===== config.mk =====
export PLATFORM = sky130hd
export DESIGN_NAME = sp_window_unit
export DESIGN_NICKNAME = d
export VERILOG_FILES = /design/src/rtl/sp_win_pkg.sv /design/src/rtl/sp_op_arb.sv /design/src/rtl/sp_store.sv /design/src/rtl/sp_addr_map.sv /design/src/rtl/sp_window_unit.sv
export SDC_FILE = /design/constraint.sdc
export NUM_CORES = 1
export LEC_CHECK = 0
export BUFFER_PORTS_ARGS = -buffer_cell sky130_fd_sc_hd__buf_2
export CORE_UTILIZATION = 32
export CTS_BUF_LIST = sky130_fd_sc_hd__clkbuf_4
export DETAILED_ROUTE_END_ITERATION = 8
export PLACE_DENSITY = 0.57
export SETUP_SLACK_MARGIN = 0.02
export SLEW_MARGIN = 20
export SYNTH_ARGS = -nofsm -noshare
export SYNTH_HDL_FRONTEND = slang
export SYNTH_SLANG_ARGS = --single-unit

===== constraint.sdc =====
create_clock -name clk -period 2.22 [get_ports clk]
set_clock_uncertainty 0.05 [all_clocks]
set_input_delay 0.111 -clock clk [delete_from_list [all_inputs] [get_ports clk]]
set_output_delay 0.111 -clock clk [all_outputs]
set_load 0.005 [all_outputs]

===== src/rtl/sp_win_pkg.sv =====
package sp_win_pkg;
  localparam int SP_W     = 16;
  localparam int KEEP_W   = 10;
  localparam logic [SP_W-1:0] WIN_BASE = 16'hFB00;
  localparam logic [SP_W-1:0] WIN_TOP  = WIN_BASE + SP_W'((1 << KEEP_W) - 1);

  typedef logic [KEEP_W-1:0] keep_t;
  typedef logic [SP_W-1:0]   addr_t;

  typedef enum logic [1:0] {OP_IDLE, OP_LOAD, OP_PUSH, OP_POP} sp_op_e;

  // keep only the settable low bits
  function automatic keep_t fold(addr_t a);
    return a[KEEP_W-1:0];
  endfunction

  // offset from window base, then add base
  function automatic addr_t canon(keep_t k);
    keep_t off;
    off = k - WIN_BASE[KEEP_W-1:0];
    return WIN_BASE + addr_t'(off);
  endfunction

  function automatic keep_t step_dn(keep_t k);
    return k - keep_t'(1);
  endfunction

  function automatic keep_t step_up(keep_t k);
    return k + keep_t'(1);
  endfunction
endpackage


===== src/rtl/sp_op_arb.sv =====
module sp_op_arb
  import sp_win_pkg::*;
(
  input  logic   clk,
  input  logic   rst_n,
  input  logic   wr_en,
  input  logic   push,
  input  logic   pop,
  output sp_op_e op
);
  always_comb begin
    if (wr_en)     op = OP_LOAD;
    else if (push) op = OP_PUSH;
    else if (pop)  op = OP_POP;
    else           op = OP_IDLE;
  end


  load_wins_chk: assert property (@(posedge clk) disable iff (!rst_n)
    wr_en |-> op == OP_LOAD);

  push_over_pop_chk: assert property (@(posedge clk) disable iff (!rst_n)
    (!wr_en && push && pop) |-> op == OP_PUSH);
endmodule


===== src/rtl/sp_store.sv =====
module sp_store
  import sp_win_pkg::*;
(
  input  logic   clk,
  input  logic   rst_n,
  input  sp_op_e op,
  input  addr_t  wr_val,
  output keep_t  q
);
  keep_t nxt;

  always_comb begin
    case (op)
      OP_LOAD: nxt = fold(wr_val);
      OP_PUSH: nxt = step_dn(q);
      OP_POP:  nxt = step_up(q);
      default: nxt = q;
    endcase
  end

  always_ff @(posedge clk or negedge rst_n) begin
    if (!rst_n) q <= 'x;
    else        q <= nxt;
  end


  load_keep_chk: assert property (@(posedge clk) disable iff (!rst_n)
    op == OP_LOAD |=> q == $past(wr_val[KEEP_W-1:0]));

  push_dec_chk: assert property (@(posedge clk) disable iff (!rst_n)
    op == OP_PUSH |=> q == keep_t'($past(q) - keep_t'(1)));

  pop_inc_chk: assert property (@(posedge clk) disable iff (!rst_n)
    op == OP_POP |=> q == keep_t'($past(q) + keep_t'(1)));

  idle_hold_chk: assert property (@(posedge clk) disable iff (!rst_n)
    op == OP_IDLE |=> $stable(q));
endmodule


===== src/rtl/sp_addr_map.sv =====
module sp_addr_map
  import sp_win_pkg::*;
(
  input  logic   clk,
  input  logic   rst_n,
  input  sp_op_e op,
  input  keep_t  q,
  output addr_t  rd_val,
  output addr_t  mem_addr,
  output logic   mem_vld
);
  wire addr_t push_addr = canon(step_dn(q));
  wire addr_t pop_addr  = canon(q);
  wire        is_push   = (op == OP_PUSH);
  wire        is_pop    = (op == OP_POP);

  assign rd_val   = canon(q);
  assign mem_vld  = is_push | is_pop;
  assign mem_addr = is_push ? push_addr : pop_addr;


  rd_in_window_chk: assert property (@(posedge clk) disable iff (!rst_n)
    op != OP_LOAD |-> (rd_val >= WIN_BASE && rd_val <= WIN_TOP));

  addr_in_window_chk: assert property (@(posedge clk) disable iff (!rst_n)
    mem_vld |-> (mem_addr >= WIN_BASE && mem_addr <= WIN_TOP));

  pop_addr_is_rd_chk: assert property (@(posedge clk) disable iff (!rst_n)
    is_pop |-> mem_addr == rd_val);

  push_wrap_chk: assert property (@(posedge clk) disable iff (!rst_n)
    (is_push && rd_val == WIN_BASE) |-> mem_addr == WIN_TOP);

  load_no_vld_chk: assert property (@(posedge clk) disable iff (!rst_n)
    op == OP_LOAD |-> !mem_vld);
endmodule


===== src/rtl/sp_window_unit.sv =====
module sp_window_unit
  import sp_win_pkg::*;
(
  input  logic        clk,
  input  logic        rst_n,
  input  logic        sp_wr_en,
  input  logic [15:0] sp_wr_data,
  input  logic        push_req,
  input  logic        pop_req,
  output logic [15:0] sp_rd_data,
  output logic [15:0] stk_addr,
  output logic        stk_addr_vld
);
  sp_op_e op_w;
  keep_t  q_w;

  sp_op_arb u_arb (
    .clk(clk), .rst_n(rst_n), .wr_en(sp_wr_en), .push(push_req),
    .pop(pop_req), .op(op_w)
  );

  sp_store u_store (
    .clk(clk), .rst_n(rst_n), .op(op_w), .wr_val(sp_wr_data), .q(q_w)
  );

  sp_addr_map u_map (
    .clk(clk), .rst_n(rst_n), .op(op_w), .q(q_w),
    .rd_val(sp_rd_data), .mem_addr(stk_addr), .mem_vld(stk_addr_vld)
  );
endmodule


==> results.md <==
Status:
- The flow ran to the end, and the final reports show no timing, DRC or antenna violations.

Timing:
- Setup violations remaining at the end of the flow were counted as 0.
- Setup repair after global routing could not meet its margin everywhere.
- The worst slew margin relative to its limit is ~67%.
- Counting I/O delays and the setup requirement, the final critical path takes 2220 ps.
- At the pin with the least slew margin, the transition time is 497 ps.
- The final-layout worst hold slack is around 3.5 ps.
- The final max-slew violation count was 0.
- Timing would allow up to 451 MHz.
- The share of the cycle needed by the critical path after routing is between 90% and 100%.
- The hold violation total from the final report is 0.

Power and ir drop:
- The power per unit of standard cell area is ~500 mW/mm².
- For this design the static power due to leakage is roughly 0.71 nW.
- The part of the total power dissipated in sequential elements is a little under a third.
- Combinational logic burns between 50% and 60% of the power.
- The clock network accounts for between 15 and 20% of the total power.
- For this design the total switching power over the nets is roughly 0.0003 W.
- The internal power is ~0.00048 W.
- In this run switching power makes up 38.8% of total power.
- The largest voltage drop on the vdd net is 0.000179 V.

Yosys:
- In this run the cell area of the synthesized design comes to about 0.0012 mm².
- The warning count from the yosys run is 0.
- The number of flops mapped to enable cells by yosys is 0.
- The portion of synthesized cell area occupied by the leading cell type is between 20% and 30%.
- The share of flip-flops with an asynchronous set or reset after synthesis is 100%.
- Sorting the synthesized cells by how often they occur yields 22 x sky130_fd_sc_hd__nand2_1, 20 x sky130_fd_sc_hd__buf_4, 13 x sky130_fd_sc_hd__o21ai_0.
- The dominant synthesized flop cell is sky130_fd_sc_hd__dfrtp_1.
- The post-synthesis instance total is 165.
- By area the synthesized netlist is led by sky130_fd_sc_hd__dfrtp_1 20%, sky130_fd_sc_hd__buf_4 12%, sky130_fd_sc_hd__xnor2_1 7.1%.
- Yosys instantiated no cell more often than sky130_fd_sc_hd__nand2_1.
- The synthesized netlist contains between 40 and 50 unique library cells.
- A synthesized cell averages ~7.5 µm².
- Of the synthesized area, sequential elements account for between 20 and 25%.
- Counting flops and latches in the post-synthesis netlist gives 10.
- sky130_fd_sc_hd__dfrtp_1 takes more of the synthesized area than any other cell.

Final layout:
- u_store.q holds more flip-flops than any other register.
- After routing the design area is 0.00157 mm².
- The fraction of layout cells with a size suffix above 1 is around a third.
- The number of antenna diodes is 0.
- Summing all multi-input logic gate instances after layout gives about 830 µm².
- The flip-flop count of the largest register after layout is 10.
- The area growth from synthesis to final layout is 26.2%.
- The largest registers in the layout are u_store.q (10).
- The post-layout instance count excluding filler cells is 254.
- Measured on the finished design, the core utilization comes to ~42%.
- The number of filler cells placed in the layout is around 410.
- The number of nets in the finished design is 234.
- Summing all flip-flop and latch instances after layout gives ~250 µm².

Die:
- The vertical extent of the die is roughly 64 µm.
- After floorplanning, the core was divided into 22 placement rows.
- The core region area is around 0.0037 mm².
- The initial utilization of the core area, before any placement, comes to about 34%.
- For this design the top-level I/O count stands at 54.
- In this run the horizontal extent of the chip is 64.2 µm.
- The area enclosed by the die boundary is roughly 0.0041 mm².

Global route:
- The number of antenna violations at the first check in global routing came to 0.
- In this run the most used layer during global routing was met2.
- The number of global-route vias before repair is approximately 1,100.
- Global routing consumed, over all layers together, 15.6% of the routing resources.
- Global routing used between 20% and 30% of the available met2 tracks.
- The first global-routing pass estimated between 5000 and 6000 µm of wire.
- Global routing used 20.8% of the available met1 tracks.
- The met3 layer usage reported by global route is 1.79%.
- For this run the aggregate overflow at the end of global routing stands at 0.
- Entering global routing, the biggest net connects 17 pins.

Critical path:
- The maximum fanout along the worst path is 4.
- The endpoint identified for the worst register-to-register timing path is u_store.q[9]$_DFFE_PN0P_.
- The worst setup path is captured at an output port.
- The data required time at the worst endpoint is approximately 2000 ps.
- The worst-case register-to-register setup slack is about 380 ps.
- For the worst setup path, the data arrival time is between 2000 and 2500 ps.
- The worst register-to-register path begins at u_store.q[6]$_DFFE_PN0P_.
- The setup path with the least slack is of type flip-flop to output port.
- The worst register-to-register path has a depth of 6.
- The startpoint type of the worst setup path is a flip-flop.

Placed design:
- The final HPWL from detailed placement is about 2300 µm.
- Routability-driven placement finished with a final weighted congestion of around 0.8.
- The cell area after placement is between 0.001 and 0.0015 mm².
- The number of I/O port buffers is 37.
- In this run, placement finished with an instance count of roughly 240.

Worst hold path:
- The worst hold path passes through 3 cells.
- The start point of the worst min-delay path is sp_wr_data[5].
- The worst hold path terminates at u_store.q[5]$_DFFE_PN0P_.
- The class of the tightest hold or removal check is input pin to flip-flop.

Routing:
- The detailed router placed roughly 1,200 vias in this run.
- In the routed design, unresolved DRC markers number 0.
- The via count normalized by instance count is a little under 5.
- The detail route stage leaves a number of antenna-violating nets equal to 0.
- The first detailed-routing pass ran for 4 iterations.
- The post-detailed-routing wire length is between 3000 and 4000 µm.
- The mean routed wirelength per cell is approximately 12 µm.
- For this block, the initial DRC count from the detailed router was 16.

Clocking:
- Clock tree synthesis selected as its root buffer the cell sky130_fd_sc_hd__clkbuf_4.
- The number of levels in the clock H-tree is 1.
- The worst-skew pair later-pin latency is roughly 270 ps.
- Counting every sink on the clock net gives 10.
- The number of buffers inserted during clock tree synthesis is 3.
- Counting along the longest clock path gives a buffer depth of 2.
- The clock-pin transition on the worst setup and hold timing paths is approximately 70 ps.
- The TritonCTS clock tree is done.

Job:
- The number of maximum-capacitance constraint violations is 0.
==> worst max-delay path by stage <==
| stage | cells past startpoint | endpoint | start |
|---|---|---|---|
| floorplan | 8 | stk_addr[9] | u_store.q[0]$_DFFE_PN0P_ |
| global placement | 9 | stk_addr[9] | u_store.q[1]$_DFFE_PN0P_ |
| finish | 9 | stk_addr[9] | u_store.q[1]$_DFFE_PN0P_ |
| CTS | 9 | stk_addr[9] | u_store.q[1]$_DFFE_PN0P_ |
| detailed placement | 9 | stk_addr[9] | u_store.q[1]$_DFFE_PN0P_ |
| global route | 9 | stk_addr[9] | u_store.q[1]$_DFFE_PN0P_ |
==> power groups by stage <==
| stage | Clock [W] | Sequential (W) | Combinational, W |
|---|---|---|---|
| 6_report | 0.000131 | 0.000245 | 0.000407 |
| 5_1_grt | 0.000139 | 0.000249 | 0.000455 |
| 4_1_cts | 0.000135 | 0.000242 | 0.000385 |
| 3_5_place_dp | 0 | 0.000241 | 0.000368 |
| 3_3_place_gp | 0 | 0.000241 | 0.000366 |
| 2_1_floorplan | 0 | 0.000231 | 0.000274 |
==> worst max-delay path, cell delays in order (launching register included) <==
cell and delay, ps:
sky130_fd_sc_hd__dfrtp_2 440, sky130_fd_sc_hd__inv_2 90, sky130_fd_sc_hd__ha_4 130, sky130_fd_sc_hd__nor4b_4 250, sky130_fd_sc_hd__nand2_2 110, sky130_fd_sc_hd__xnor2_2 150
sky130_fd_sc_hd__ha_1 280, sky130_fd_sc_hd__xnor2_1 120, sky130_fd_sc_hd__a21oi_1 110, sky130_fd_sc_hd__buf_2 120
==> routing by layer <==
layer	vias up	share of wire (%)
li1	634	-
met5	-	0
met1	571	49
met4	0	0.89
met3	2	3.5
met2	34	47
==> through the flow <==
stage	setup TNS [ps]	setup slack, ps	power (W)
after CTS	-64.9	-64.9	0.000762
after detailed placement	0	114	0.000609
after global routing	-118	-118	0.000843
final	0	1.94	0.000782
after floorplan	0	108	0.000505
after global placement	0	125	0.000607
==> timing repair <==
item | in CTS | in global routing
pin swaps | 5 | 3
hold endpoints to repair | 13 | 0
endpoints found under the setup margin | 1 | 2
setup buffers | 1 | 2
hold buffers | 4 | 0
gates resized for setup | 5 | 5
==> cells by family (layout without fill, tap and decap cells) <==
| family | count (synthesis) | count (layout) | synth area share (%) |
|---|---|---|---|
| AOI/OAI and AO/OA | 32 | 32 | 16.1 |
| xor gates and xnor gates | 16 | 16 | 11.9 |
| adders and majority gates | 5 | 5 | 5.05 |
| buffers and inverters | 37 | 69 | 18.9 |
| DFF | 10 | 10 | 20.2 |
| muxes | 1 | 1 | 0.908 |
| other | 1 | 10 | 0.302 |
| and+or+nand+nor | 63 | 63 | 26.6 |
==> layout make-up <==
| cell class | count | area share (%) |
|---|---|---|
| Multi-Input combinational cell | 127 | 52.8 |
| Timing Repair Buffer | 60 | 24.3 |
| Sequential cell | 10 | 16.1 |
| Tap cell | 48 | 3.84 |
| Clock buffer | 3 | 1.44 |
| Inverter | 6 | 1.44 |
==> cell usage in the layout, fill, tap and decap left out, drive strengths merged, types with 2 or more instances in the layout <==
| master | netlist | layout |
|---|---|---|
| nor2 | 8 | 8 |
| buf | 27 | 56 |
| clkbuf | 4 | 3 |
| nand3 | 10 | 10 |
| nor3 | 4 | 4 |
| inv | 6 | 6 |
| dfrtp | 10 | 10 |
| and3 | 2 | 2 |
| conb | 1 | 10 |
| xor2 | 5 | 5 |
| a221o | 2 | 2 |
| dlygate4sd3 | 0 | 4 |
| o22ai | 3 | 3 |
| nand2 | 22 | 22 |
| xnor2 | 11 | 11 |
| or4 | 2 | 2 |
| ha | 5 | 5 |
| nor4b | 2 | 2 |
| o21ai | 14 | 14 |
| nand4 | 3 | 3 |
| a21oi | 5 | 5 |
| nand2b | 3 | 3 |
Power figures use the tool's default switching activity.
